## src/rtl/stat_pkg.sv

```systemverilog
package stat_pkg;
  localparam int STAT_W  = 8;
  localparam int FLAG_W  = 4;

  typedef enum logic [2:0] {
    SEV_NONE  = 3'd0,
    SEV_PWRUP = 3'd1,
    SEV_OVF   = 3'd2,
    SEV_HALT  = 3'd3,
    SEV_CLR   = 3'd4
  } sys_ev_e;

  typedef struct packed {
    logic tmo;
    logic pdn;
  } sys_flags_t;

  // Fixed priority: power-up, overflow, halt, clear.
  function automatic sys_ev_e pick_event(input logic pwrup, input logic ovf,
                                         input logic halt, input logic clr);
    if (pwrup)      return SEV_PWRUP;
    else if (ovf)   return SEV_OVF;
    else if (halt)  return SEV_HALT;
    else if (clr)   return SEV_CLR;
    else            return SEV_NONE;
  endfunction

  function automatic sys_flags_t sys_next(input sys_ev_e ev, input sys_flags_t cur);
    sys_flags_t n;
    n = cur;
    case (ev)
      SEV_PWRUP: begin n.tmo = 1'b0; n.pdn = 1'b0; end
      SEV_OVF:   begin n.tmo = 1'b1; end
      SEV_HALT:  begin n.tmo = 1'b0; n.pdn = 1'b1; end
      SEV_CLR:   begin n.tmo = 1'b0; n.pdn = 1'b0; end
      default:   ;
    endcase
    return n;
  endfunction

  // Per-bit next value of a software/ALU-writable bit; write has priority.
  function automatic logic field_bit_next(input logic cur, input logic wr, input logic wv,
                                          input logic upd, input logic aval);
    if (wr)       return wv;
    else if (upd) return aval;
    else          return cur;
  endfunction
endpackage

```

## src/rtl/stat_field_bits.sv

```systemverilog
module stat_field_bits #(
  parameter int W = 4
) (
  input  logic         clk,
  input  logic         rst_n,
  input  logic         wr_en,
  input  logic [W-1:0] wr_val,
  input  logic         upd_en,
  input  logic [W-1:0] upd_mask,
  input  logic [W-1:0] upd_val,
  output logic [W-1:0] q
);
  import stat_pkg::*;

  for (genvar i = 0; i < W; i++) begin : g_bit
    logic bit_upd;
    logic bit_d;
    assign bit_upd = upd_en & upd_mask[i];
    assign bit_d   = field_bit_next(q[i], wr_en, wr_val[i], bit_upd, upd_val[i]);

    always_ff @(posedge clk or negedge rst_n) begin
      if (!rst_n) q[i] <= 1'b0;
      else        q[i] <= bit_d;
    end
  end
endmodule

```

## src/rtl/stat_sys_flags.sv

```systemverilog
module stat_sys_flags (
  input  logic                 clk,
  input  logic                 rst_n,
  input  logic                 ev_pwrup,
  input  logic                 ev_wdt_ovf,
  input  logic                 ev_wdt_clr,
  input  logic                 ev_halt,
  output stat_pkg::sys_ev_e    sel_ev,
  output logic                 evt_any,
  output stat_pkg::sys_flags_t flags
);
  import stat_pkg::*;

  sys_flags_t flags_d;

  assign sel_ev  = pick_event(ev_pwrup, ev_wdt_ovf, ev_halt, ev_wdt_clr);
  assign evt_any = (sel_ev != SEV_NONE);
  assign flags_d = sys_next(sel_ev, flags);

  always_ff @(posedge clk or negedge rst_n) begin
    if (!rst_n) flags <= '0;
    else        flags <= flags_d;
  end
endmodule

```

## src/rtl/stat_reg.sv

```systemverilog
module stat_reg #(
  parameter int STAT_W = stat_pkg::STAT_W,
  parameter int FLAG_W = stat_pkg::FLAG_W
) (
  input  logic              clk,
  input  logic              rst_n,
  input  logic              alu_upd,
  input  logic [FLAG_W-1:0] alu_mask,
  input  logic [FLAG_W-1:0] alu_flags,
  input  logic              wr_en,
  input  logic [STAT_W-1:0] wr_data,
  input  logic              ev_pwrup,
  input  logic              ev_wdt_ovf,
  input  logic              ev_wdt_clr,
  input  logic              ev_halt,
  output logic [STAT_W-1:0] stat_q
);
  import stat_pkg::*;

  localparam int PDN_POS = FLAG_W;
  localparam int TMO_POS = FLAG_W + 1;
  localparam int SPARE_W = STAT_W - FLAG_W - 2;
  localparam int SPARE_LO = FLAG_W + 2;

  logic [FLAG_W-1:0] arith_q;
  sys_flags_t        sys_q;
  sys_ev_e           sel_ev;
  logic              sys_evt_any;
  logic              wr_alu_collide;

  assign wr_alu_collide = wr_en & alu_upd;

  stat_field_bits #(.W(FLAG_W)) u_arith (
    .clk      (clk),
    .rst_n    (rst_n),
    .wr_en    (wr_en),
    .wr_val   (wr_data[FLAG_W-1:0]),
    .upd_en   (alu_upd),
    .upd_mask (alu_mask),
    .upd_val  (alu_flags),
    .q        (arith_q)
  );

  stat_sys_flags u_sys (
    .clk        (clk),
    .rst_n      (rst_n),
    .ev_pwrup   (ev_pwrup),
    .ev_wdt_ovf (ev_wdt_ovf),
    .ev_wdt_clr (ev_wdt_clr),
    .ev_halt    (ev_halt),
    .sel_ev     (sel_ev),
    .evt_any    (sys_evt_any),
    .flags      (sys_q)
  );

  assign stat_q[FLAG_W-1:0] = arith_q;
  assign stat_q[PDN_POS]    = sys_q.pdn;
  assign stat_q[TMO_POS]    = sys_q.tmo;

  if (SPARE_W > 0) begin : g_spare
    logic [SPARE_W-1:0] spare_q;
    stat_field_bits #(.W(SPARE_W)) u_spare (
      .clk      (clk),
      .rst_n    (rst_n),
      .wr_en    (wr_en),
      .wr_val   (wr_data[SPARE_LO +: SPARE_W]),
      .upd_en   (1'b0),
      .upd_mask ({SPARE_W{1'b0}}),
      .upd_val  ({SPARE_W{1'b0}}),
      .q        (spare_q)
    );
    assign stat_q[STAT_W-1:SPARE_LO] = spare_q;
  end
endmodule

```

## config.mk

```make
export PLATFORM = sky130hd
export DESIGN_NAME = stat_reg
export DESIGN_NICKNAME = d
export VERILOG_FILES = /design/src/rtl/stat_pkg.sv /design/src/rtl/stat_field_bits.sv /design/src/rtl/stat_sys_flags.sv /design/src/rtl/stat_reg.sv
export SDC_FILE = /design/constraint.sdc
export NUM_CORES = 1
export LEC_CHECK = 0
export BUFFER_PORTS_ARGS = -buffer_cell sky130_fd_sc_hd__buf_2
export CORE_AREA = 2 2 39 41
export CTS_BUF_LIST = sky130_fd_sc_hd__clkbuf_16
export CTS_CLUSTER_DIAMETER = 120
export DETAILED_ROUTE_END_ITERATION = 6
export DIE_AREA = 0 0 41 43
export GPL_TIMING_DRIVEN = 0
export HOLD_SLACK_MARGIN = 0.1
export PLACE_DENSITY = 0.79
export SYNTH_ARGS = -nofsm -noshare
export SYNTH_HDL_FRONTEND = slang
export SYNTH_HIERARCHICAL = 1
export SYNTH_SLANG_ARGS = --single-unit
export TNS_END_PERCENT = 5
```

## constraint.sdc

```tcl
create_clock -name clk -period 1.3 [get_ports clk]
set_clock_uncertainty 0.2 [all_clocks]
set_input_delay 0.26 -clock clk [delete_from_list [all_inputs] [get_ports clk]]
set_output_delay 0.26 -clock clk [all_outputs]
set_load 0.01 [all_outputs]
```

==> flow_metrics.py <==
metrics = {
    "status": {
        "status": "finished, final reports clean",
    },
    "cts": {
        "cts-htree-levels": 1,
        "root_buffer": "clkbuf_16",
        "cts_buffers": 3,
        "cts.clk_slew.worst_paths_ns": 0.04,
        "cts_buffer_depth": 2,
        "postCtsSetupRepairBufs": 0,
        "holdBufCountCts": 3,
        "clock_latency_ns": 0.23,
        "cts_tree": "built",
        "clkSinkCount": 8,
        "cts_resized": 0,
    },
    "floorplan": {
        "num_io_pins": 32,
        "dieArea_um2": 1760,
        "rows": 14,
        "core-area_um2": 1380,
        "die_w_um": 41,
        "die_h_um": 43,
        "initial_core_util_pct": 30.5,
    },
    "global_route": {
        "grt_pass1_wl_mm": 1.59,
        "grt_max_degree": 13,
        "antenna_found_initial": 0,
        "grt_pass1_vias": 422,
        "overflow": 0,
        "grtUsageTotal_pct": 13.8,
    },
    "detailed_routing": {
        "ant_nets": 0,
        "drt_wl_total_um": 971,
        "drc": 0,
        "avgViaCountPerCell": 4.54,
        "dr.pass1.iters": 4,
        "routedWlPerCell_um": 9.71,
        "detailroute.via_count": 454,
        "drtIter0Drc": 5,
    },
    "synth": {
        "synth.avg_cell_area_um2": 10.5,
        "synth_area_um2": 422,
        "yosysWarnings": 6,
        "netlist_instances": 40,
    },
    "timing": {
        "hold_violations": 0,
        "finalSetupViolCount": 0,
        "fin_crit_ns": 1.25,
        "finalMaxSlewViolations": 0,
        "rsz0062_at_grt": "no",
        "fmax_ghz": 0.798,
        "fin_crit_sh_pct": 96.3,
        "hold_ws_ns": 0.106,
        "setup_tns_ns": 0,
    },
    "power": {
        "p_leak_nw": 0.389,
        "ir_drop_uv": 625,
        "p_per_area_nw_per_um2": 1270,
    },
    "setup_path": {
        "crit_path_start_kind": "input pin",
        "crit_path_end_kind": "register",
        "ff2ff_setup_slack_ns": 0.19,
        "crit_type": "input pin to register",
        "required_ns": 1.23,
        "r2r_cells": 2,
        "cp.arrival_ns": 1.18,
        "r2r_end": "u_sys/flags[1]",
        "worstReg2RegStart": "u_sys/flags[1]",
        "critPathMaxFanout": 3,
    },
    "layout": {
        "fin_nets": 110,
        "antenna_cells": 0,
        "nFillCells": 134,
        "area_growth_pct": 72.1,
        "final_layout_size_suffix_gt1_share_pct": 38.1,
    },
    "min_path": {
        "holdPathStages": 3,
        "hold_path_class": "input pin to register",
        "holdPathEnd": "u_sys/flags[0]",
        "hp-start": "ev_halt",
    },
    "placed_design": {
        "port_buffers": 29,
        "gp_congestion": 0.697,
        "hpwlAfterDp_um": 767,
    },
    "job": {
        "drv_cap": 0,
    },
}
==> critical path: stages <==
cell and delay, ns:
dlygate4sd3_1 0.54, buf_2 0.14, o32ai_1 0.24
==> stage by stage <==
stage          util [%]  total power, W  setup slack [ns]  instance area (µm²)  instances
2_1_floorplan         -        0.000345             0.191                  455         49
3_3_place_gp       44.8        0.000412             0.140                  621         94
3_5_place_dp       44.8        0.000417             0.128                  621         94
4_1_cts            52.4        0.000941            0.0592                  726        100
5_1_grt            52.4        0.000972            0.0317                  726        100
6_report           52.4        0.000925            0.0475                  726        100
==> cell type report <==
cell class / count / area, µm² / share of cell area, %
clock buffer: 3 / 75.1 / 10.3
timing repair buffer: 32 / 175 / 24.1
sequential: 8 / 200 / 27.6
inverter: 2 / 7.51 / 1.03
multi-input combinational: 39 / 248 / 34.1
tap: 16 / 20.0 / 2.76
==> worst max-delay path by stage <==
stage                              start              to  slack, ns
after CTS                     ev_wdt_ovf  u_sys/flags[0]       0.06
after floorplan           u_sys/flags[1]  u_sys/flags[1]       0.19
after global routing          ev_wdt_ovf  u_sys/flags[0]       0.03
after detailed placement         alu_upd    u_arith/q[2]       0.13
final                         ev_wdt_ovf  u_sys/flags[0]       0.05
after global placement           alu_upd    u_arith/q[2]       0.14
==> flip-flops by register name (all words and copies together) (netlist names) <==
register / flops
u_sys/flags: 2
u_arith/q: 4
g_spare.u_spare/q: 2
==> layer usage <==
layer / GRT usage (%) / wire length [µm] / share of wire (%)
met5: 0 / 0 / 0
met4: 6.00 / 0 / 0
met3: 4.71 / 62 / 6.4
met2: 24.7 / 530 / 55
met1: 13.0 / 378 / 39
==> cell usage in the layout (no fill, tap or decap) <==
cell type,instances
nor2b_1,1
buf_2,29
or3b_1,1
dfrtp_1,8
clkbuf_16,3
nand2b_1,5
o31a_1,6
and3_1,6
dlygate4sd3_1,3
inv_1,2
or2b_1,2
o32ai_1,1
a21oi_1,1
a21boi_0,6
conb_1,10
==> power breakdown <==
part | internal (W) | switching (W)
sequential | 0.000273 | 0.0000102
clock | 0.000396 | 0.000110
combinational | 0.0000765 | 0.0000599
total | 0.000745 | 0.000180
(Power assumes the default switching activity.)
